<file path="src/rtl/lockin_pkg.sv">
package lockin_pkg;
    localparam int PHASE_W   = 24;
    localparam int SINE_W    = 16;
    localparam int SINE_FRAC = 12;
    localparam int SINE_SH   = 2*SINE_FRAC - 2 - (SINE_W - 1);
    localparam int PROD_W    = 2*SINE_FRAC + 1;

    typedef logic [PHASE_W-1:0]        phase_t;
    typedef logic signed [SINE_W-1:0]  sine_t;

    typedef struct packed {
        logic fire;
        logic run;
    } step_t;

    // Parabolic half-wave sine approximation, signed by the phase MSB.
    function automatic sine_t sine_approx(input phase_t ph);
        logic [SINE_FRAC-1:0] xf;
        logic [SINE_FRAC:0]   xc;
        logic [PROD_W-1:0]    prod;
        logic [PROD_W-1:0]    mag;
        logic [PROD_W-1:0]    top;
        sine_t                m;
        xf   = ph[PHASE_W-2 -: SINE_FRAC];
        xc   = (SINE_FRAC+1)'(1 << SINE_FRAC) - {1'b0, xf};
        prod = {1'b0, xf} * xc;
        mag  = prod >> SINE_SH;
        top  = PROD_W'((1 << (SINE_W-1)) - 1);
        if (mag > top) mag = top;
        m = SINE_W'(mag);
        return ph[PHASE_W-1] ? -m : m;
    endfunction
endpackage

</file>
<file path="src/rtl/sc_nco.sv">
module sc_nco
    import lockin_pkg::*;
#(
    parameter int AMP_W = 16
) (
    input  logic                    clk,
    input  logic                    rst,
    input  logic                    adv,
    input  logic [PHASE_W-1:0]      freq_word,
    input  logic [AMP_W-1:0]        amp_scale,
    output logic [PHASE_W-1:0]      phase_o,
    output logic signed [AMP_W:0]   exc_o
);
    localparam int EW = AMP_W + 1;
    localparam int MW = SINE_W + AMP_W + 1;

    phase_t               phase_q;
    logic signed [MW-1:0] prod;

    assign prod = sine_approx(phase_q) * $signed({1'b0, amp_scale});

    always_ff @(posedge clk) begin
        if (rst) begin
            phase_q <= '0;
            exc_o   <= '0;
        end else begin
            if (adv) phase_q <= phase_q + freq_word;
            exc_o <= EW'(prod >>> (AMP_W - 1));
        end
    end

    assign phase_o = phase_q;
endmodule

</file>
<file path="src/rtl/sc_lpf.sv">
module sc_lpf #(
    parameter int W    = 17,
    parameter int SH_W = 4
) (
    input  logic                clk,
    input  logic                rst,
    input  logic                en,
    input  logic [SH_W-1:0]     shift,
    input  logic signed [W-1:0] x,
    output logic signed [W-1:0] y
);
    logic signed [W:0] diff;
    logic signed [W:0] step;
    logic signed [W:0] sum;

    always_comb begin
        diff = {x[W-1], x} - {y[W-1], y};
        step = diff >>> shift;
        sum  = {y[W-1], y} + step;
    end

    always_ff @(posedge clk) begin
        if (rst)     y <= '0;
        else if (en) y <= W'(sum);
    end
endmodule

</file>
<file path="src/rtl/sc_integ.sv">
module sc_integ
    import lockin_pkg::*;
#(
    parameter int ERR_W = 18,
    parameter int REF_W = 16,
    parameter int SH_W  = 4
) (
    input  logic                    clk,
    input  logic                    rst,
    input  step_t                   ctl,
    input  logic [SH_W-1:0]         ki_shift,
    input  logic signed [ERR_W-1:0] err,
    input  logic signed [REF_W-1:0] preset,
    input  logic signed [REF_W-1:0] lo,
    input  logic signed [REF_W-1:0] hi,
    output logic signed [REF_W-1:0] ref_o
);
    localparam int CW = ((ERR_W > REF_W) ? ERR_W : REF_W) + 2;

    logic signed [CW-1:0] nxt;
    logic signed [REF_W-1:0] clamped;

    always_comb begin
        nxt = CW'(ref_o) - (CW'(err) >>> ki_shift);
        if (nxt > CW'(hi))      clamped = hi;
        else if (nxt < CW'(lo)) clamped = lo;
        else                    clamped = REF_W'(nxt);
    end

    always_ff @(posedge clk) begin
        if (rst)           ref_o <= '0;
        else if (!ctl.run) ref_o <= preset;
        else if (ctl.fire) ref_o <= clamped;
    end
endmodule

</file>
<file path="src/rtl/lockin_center_ctrl.sv">
module lockin_center_ctrl
    import lockin_pkg::*;
#(
    parameter int DATA_W = 16,
    parameter int AMP_W  = 16,
    parameter int REF_W  = 16,
    parameter int SH_W   = 4
) (
    input  logic                     clk,
    input  logic                     rst,
    input  logic                     sample_vld,
    input  logic signed [DATA_W-1:0] disp_sample,
    input  logic                     carrier_neg,
    input  logic                     loop_en,
    input  logic [PHASE_W-1:0]       freq_word,
    input  logic [AMP_W-1:0]         amp_scale,
    input  logic [SH_W-1:0]          lpf_shift,
    input  logic [SH_W-1:0]          ki_shift,
    input  logic signed [REF_W-1:0]  ref_preset,
    input  logic signed [REF_W-1:0]  ref_min,
    input  logic signed [REF_W-1:0]  ref_max,
    output logic signed [AMP_W:0]    exc_code,
    output logic signed [REF_W-1:0]  pos_ref
);
    localparam int L1W = DATA_W + 1;
    localparam int L2W = DATA_W + 2;

    phase_t               phase;
    logic signed [L1W-1:0] sx, d1, y1;
    logic signed [L2W-1:0] y1x, d2, y2;
    step_t                ctl;

    sc_nco #(.AMP_W(AMP_W)) u_nco (
        .clk(clk), .rst(rst), .adv(sample_vld),
        .freq_word(freq_word), .amp_scale(amp_scale),
        .phase_o(phase), .exc_o(exc_code)
    );

    // carrier demodulation
    assign sx = {disp_sample[DATA_W-1], disp_sample};
    assign d1 = carrier_neg ? -sx : sx;

    sc_lpf #(.W(L1W), .SH_W(SH_W)) u_lpf_carrier (
        .clk(clk), .rst(rst), .en(sample_vld), .shift(lpf_shift),
        .x(d1), .y(y1)
    );

    // excitation-reference demodulation, in-phase only
    assign y1x = {y1[L1W-1], y1};
    assign d2  = phase[PHASE_W-1] ? -y1x : y1x;

    sc_lpf #(.W(L2W), .SH_W(SH_W)) u_lpf_exc (
        .clk(clk), .rst(rst), .en(sample_vld), .shift(lpf_shift),
        .x(d2), .y(y2)
    );

    assign ctl.fire = sample_vld;
    assign ctl.run  = loop_en;

    sc_integ #(.ERR_W(L2W), .REF_W(REF_W), .SH_W(SH_W)) u_integ (
        .clk(clk), .rst(rst), .ctl(ctl), .ki_shift(ki_shift), .err(y2),
        .preset(ref_preset), .lo(ref_min), .hi(ref_max), .ref_o(pos_ref)
    );
endmodule

</file>
<file path="config.mk">
export PLATFORM = sky130hd
export DESIGN_NAME = lockin_center_ctrl
export DESIGN_NICKNAME = d
export VERILOG_FILES = /design/src/rtl/lockin_pkg.sv /design/src/rtl/sc_nco.sv /design/src/rtl/sc_lpf.sv /design/src/rtl/sc_integ.sv /design/src/rtl/lockin_center_ctrl.sv
export SDC_FILE = /design/constraint.sdc
export NUM_CORES = 2
export LEC_CHECK = 0
export CORE_MARGIN = 3
export CORE_UTILIZATION = 50
export DETAILED_ROUTE_END_ITERATION = 10
export PLACE_DENSITY_LB_ADDON = 0.12
export SLEW_MARGIN = 15
export SYNTH_ARGS = -nofsm -noshare
export SYNTH_HDL_FRONTEND = slang
export SYNTH_SLANG_ARGS = --single-unit
</file>
<file path="constraint.sdc">
create_clock -name clk -period 21.4 [get_ports clk]
set_input_delay 5.35 -clock clk [delete_from_list [all_inputs] [get_ports clk]]
set_output_delay 5.35 -clock clk [all_outputs]
set_load 0.02 [all_outputs]
</file>
# After elaboration in Yosys (flattened, before gate mapping)
# Cells that the tools add are included.
# totals
regBits	92
input_bits	117
output_inout_bits	33
wordCells	32
# op_classes
n_addsub	10
n_mul	2
order_cmp	3
eq_ne	1
shift	3
mux	8
# op_table
cell	count
16-bit 2-to-1 mux	6
16-bit by 17-bit multiplier with 32-bit output	1
12-bit by 13-bit multiplier with 25-bit output	1
24-bit adder	1
20-bit by 16-bit greater-than comparator with 1-bit output	1
20-bit by 16-bit < comparator with 1-bit output	1
18-bit by 4-bit >>> shifter with 20-bit output	1
16-bit by 20-bit subtractor with 20-bit output	1
19-bit by 4-bit >>> shifter with 18-bit output	1
18-bit by 18-bit subtractor with 19-bit output	1
18-bit adder	1
18-bit by 15-bit greater-than comparator with 1-bit output, second input constant	1
18-bit 2-to-1 mux	1
17-bit negation with 18-bit output	1
18-bit by 4-bit >>> shifter with 17-bit output	1
17-bit by 17-bit subtractor with 18-bit output	1
17-bit adder	1
17-bit 2-to-1 mux	1
16-bit negation with 17-bit output	1
16-bit negation	1
13-bit by 12-bit subtractor with 13-bit output, first input constant	1
2-bit inequality test, second input constant	1

# Logic depth before layout (Yosys ltp)
# logic_depth
depth_word	7
ltp_mapped	61
mapped_depth_nobuf	57

# By module
# From an unflattened synthesis, not the netlist that was laid out.
# hier_totals
hier_cells	3452
hier_area_um2	28015.6
# by_module_without_submodules
module	n_inst	cells_each	area_per_inst_um2	seq_area_each_um2
sc_nco	1	1929	16776.1	820.8
sc_lpf (u_lpf_exc)	1	498	3636.0	360.3
sc_integ	1	511	3632.2	320.3
sc_lpf (u_lpf_carrier)	1	409	3241.9	340.3
lockin_center_ctrl	1	105	729.4	0.0

# Least setup slack after synthesis
# No wires, ideal clock.
# synth_timing
path_type	reg2reg
startpoint	register u_nco.phase_q[12], in the netlist u_nco.phase_o[12]
endpoint	register u_nco.exc_o[16]
setup_ps	121
t_arrival_ps	14303
required_ps	21279
slack_ps	6976
stages_incl_launch_ff	58
n_path_buf	4
synth_period_minus_slack_ps	14424
cell_sequence	dfxtp_1 inv_1 ha_1 nor3b_1 nor3b_1 nand2_1 or3_1 inv_1 ha_1 clkbuf_1 nand2b_1 fa_1 fa_1 inv_1 fa_1 fa_1 inv_1 fa_1 (+22 left out) inv_1 fa_1 fa_1 fa_1 fa_1 inv_1 fa_1 inv_1 ha_1 a211oi_1 nand3_1 or3_1 a2111oi_2 nor3_1 o211ai_2 nand2_1 a211oi_1 mux2_2
# synth_via
elab_chain_cells	7
# synth_rtl
element	line	source
start, declared	sc_nco.sv:17	phase_t phase_q;
start signal, assigned	sc_nco.sv:27	if (adv) phase_q <= phase_q + freq_word;
13-bit by 12-bit subtractor with 13-bit output	lockin_pkg.sv:25	xc = (SINE_FRAC+1)'(1 << SINE_FRAC) - {1'b0, xf};
12-bit by 13-bit multiplier with 25-bit output *	lockin_pkg.sv:26	prod = {1'b0, xf} * xc;
18-bit by 15-bit greater-than comparator with 1-bit output	lockin_pkg.sv:29	if (mag > top) mag = top;
16-bit 2-to-1 mux *	lockin_pkg.sv:29	
16-bit negation	lockin_pkg.sv:31	return ph[PHASE_W-1] ? -m : m;
16-bit 2-to-1 mux *	lockin_pkg.sv:31	
16-bit by 17-bit multiplier with 32-bit output *	sc_nco.sv:20	assign prod = sine_approx(phase_q) * $signed({1'b0, amp_scale});
end signal, assigned	sc_nco.sv:28	exc_o <= EW'(prod >>> (AMP_W - 1));
end, declared	sc_nco.sv:12	output logic signed [AMP_W:0] exc_o
# Every way passes the cells marked *; elsewhere a longest branch is shown, timed or not.
# A chain may end at the register's enable or synchronous reset.

# Worst setup path after layout
# layout_timing
startpoint	register u_nco.phase_q[11], in the netlist u_nco.phase_o[11]
endpoint	register u_nco.exc_o[16]
# The elaborated chain is that of the path after synthesis.

==> flow_metrics.env <==
export IMPL_slowest_delay_ns=0.81
export IMPL_fp_row_count=83
export IMPL_clkSinkCount=92
export IMPL_synth_cells=3212
export IMPL_cts_buffers=9
export IMPL_rrSetupSlack_ns=4.74
export IMPL_rsz0062_at_grt="no"
export IMPL_synth_top_area_share_pct=23.38
export IMPL_antenna_found_initial=2
export IMPL_fmaxAchievable_mhz=60.03
export IMPL_hold_viol=0
export IMPL_synth_top_area_cell="fa_1"
export IMPL_post_drt_via_cell_ratio=5.633
export IMPL_path_common_cell="fa_1"
export IMPL_ys_ff_latch=92
export IMPL_fin_hold_ws_ns=0.5057
export IMPL_syn_area_um2=26290
export IMPL_fin_tns_setup_ns=0
export IMPL_synth_edf_count=0
export IMPL_ant_nets=0
export IMPL_wirelength_um=70050
export IMPL_path_depth=52
export IMPL_synth_most_common_cell="inv_1"
export IMPL_die_w_um=235.3
export IMPL_whs_path_depth=2
export IMPL_maxCapViolCount=0
export IMPL_ys_top_cells_by_area="fa_1, ha_1, inv_1"
export IMPL_first_pass_iters=6
export IMPL_syn_avg_cell_area_um2=8.184
export IMPL_worstMarginPinSlew_ns=1.145
export IMPL_yosysWarnings=0
export IMPL_arrival_ns=16.96
export IMPL_holdBufCountCts=0
export IMPL_layout_drive_gt1_share_pct=4.032
export IMPL_ys_seq_area_share_pct=7.006
export IMPL_rr_endpoint="u_nco.exc_o[16]"
export IMPL_holdPathEnd="u_nco.phase_o[0]"
export IMPL_drt_iter0_drc=1343
export IMPL_wire_per_inst_um=17.71
export IMPL_grt_pass1_wl_um=116900
export IMPL_die_area_um2=55360
export IMPL_async_reset_ff_share_pct=0
export IMPL_relSlewSlack_pct=21.66
export IMPL_cts_tree="done"
export IMPL_grt_pass1_vias=22870
export IMPL_clockBufferDepth=2
export IMPL_ys_types=98
export IMPL_drc=0
export IMPL_hpwl_um=56410
export IMPL_cts_resized=0
export IMPL_crit_required_ns=21.70
export IMPL_rr_worst_depth=52
export IMPL_clk_latency_ns=0.40
export IMPL_start_util_pct=50.93
export IMPL_fin_util_pct=55.51
export IMPL_crit_buf_inv=7
export IMPL_drv_slew=0
export IMPL_fillers=4926
export IMPL_clk_pin_slew_ns=0.09
export IMPL_final_area_um2=28650
export IMPL_h_tree_depth=3
export IMPL_cts_root_buf="clkbuf_16"
export IMPL_crit_start="u_nco.phase_o[11]"
export IMPL_grt_start_max_net_pins=61
export IMPL_rr_startpoint="u_nco.phase_o[11]"
export IMPL_fin_crit_sh_pct=77.85
export IMPL_hp_class="flip-flop to flip-flop"
export IMPL_nNetsFinal=4031
export IMPL_synthFlopType="dfxtp_1"
export IMPL_critPathLaunchType="flip-flop"
export IMPL_post_dp_cell_area_um2=28330
export IMPL_gp_congestion=0.8885
export IMPL_core_area_um2=51610
export IMPL_grtUsageTotal_pct=25.54
export IMPL_crit_fanout=25
export IMPL_period_minus_slack_ns=16.66
export IMPL_ios=150
export IMPL_setup_viol=0
export IMPL_via_count=22280
export IMPL_cp_top_family="adder cells"
export IMPL_hold_path_startpoint="u_nco.phase_o[0]"
export IMPL_endpoint_kind="flip-flop"
export IMPL_grt_overflow_total=0
export IMPL_cts_setup_buffers=0
export IMPL_syn_to_final_growth_pct=8.981
export IMPL_die_y_um=235.3
export IMPL_path_class="flip-flop to flip-flop"
export IMPL_yosys_top_cells_count="inv_1, ha_1, fa_1"
export IMPL_port_buffers=149
export IMPL_cp_slowest_cell="nor2_1"
export IMPL_fin_skew_ns=0.01963
export IMPL_run_status="finished, final reports clean"
-- sequential cells by signal (all words and copies together) (netlist names) --
signal	flops
u_nco.phase_o	24
u_lpf_exc.y	18
u_lpf_carrier.y	17
u_nco.exc_o	17
u_integ.ref_o	16
-- worst max-delay path by stage --
| stage | end | slack [ns] |
|---|---|---|
| finish | u_nco.exc_o[16] | 4.74 |
| global route | u_nco.exc_o[16] | 3.50 |
| CTS | u_nco.exc_o[16] | 4.69 |
| detailed placement | u_nco.exc_o[16] | 4.73 |
| global placement | u_nco.exc_o[16] | 5.19 |
| floorplan | u_nco.exc_o[16] | 6.98 |
-- cell type report --
cell class                      count  area, µm²  share of cell area [%]
Antenna cell                        1      2.502                0.008735
Clock buffer                        9      225.2                  0.7861
Clock inverter                      7      91.34                  0.3188
Inverter                          512       1922                   6.708
Multi-Input combinational cell   2485      22080                   77.06
Sequential cell                    92       1843                   6.433
Tap cell                          680      850.8                   2.970
Timing Repair Buffer              169       1637                   5.713
-- tightest hold or removal path, cell delays in order, from the launching register on --
cell and delay (ns):
dfxtp_1 0.34, mux2i_1 0.07, nor2_1 0.07
-- stage by stage --
step                      setup slack (ns)  std cells
after global routing                 3.501       3955
after global placement               5.192       3938
after floorplan                      6.976       3220
after CTS                            4.695       3954
after detailed placement             4.729       3938
final                                4.741       3955
-- logic make-up after synthesis --
family	share of synthesized area [%]
adder cells (fa/ha/maj)	39.47
XOR/XNOR	4.660
multiplexers	5.792
flip-flops	7.006
other	0.02857
buffers and inverters	9.253
AO/OA/AOI/OAI	15.39
AND/OR/NAND/NOR	18.41
-- cell usage in the layout (no fill, tap or decap), types with 19 or more instances in the layout --
master | netlist | layout
ha_1 | 338 | 338
o31ai_1 | 19 | 19
and2_1 | 104 | 104
a211oi_1 | 35 | 35
mux2i_1 | 106 | 106
a21o_1 | 63 | 63
xnor2_1 | 108 | 107
clkdlybuf4s50_1 | 0 | 147
o21a_1 | 27 | 27
inv_1 | 508 | 508
nand2_1 | 266 | 266
a21oi_1 | 161 | 159
nor2b_1 | 114 | 114
dfxtp_1 | 92 | 91
nor2_1 | 201 | 201
buf_4 | 1 | 22
nand2b_1 | 91 | 91
nor3_1 | 47 | 47
o21ai_0 | 103 | 103
o211ai_1 | 19 | 19
xor2_1 | 25 | 25
nand3_1 | 35 | 35
fa_1 | 307 | 307
-- routing by layer --
layer / track usage (%) / vias up / wire [µm]
met5: 0 / - / 0
met4: 6.987 / 0 / 1688
met3: 2.308 / 92 / 2343
met2: 45.53 / 432 / 35060
met1: 33.17 / 10990 / 30960
li1: - / 10760 / -
Power is not shown: default switching activity piles up to over one toggle a cycle in this logic, so the estimate is an artifact.
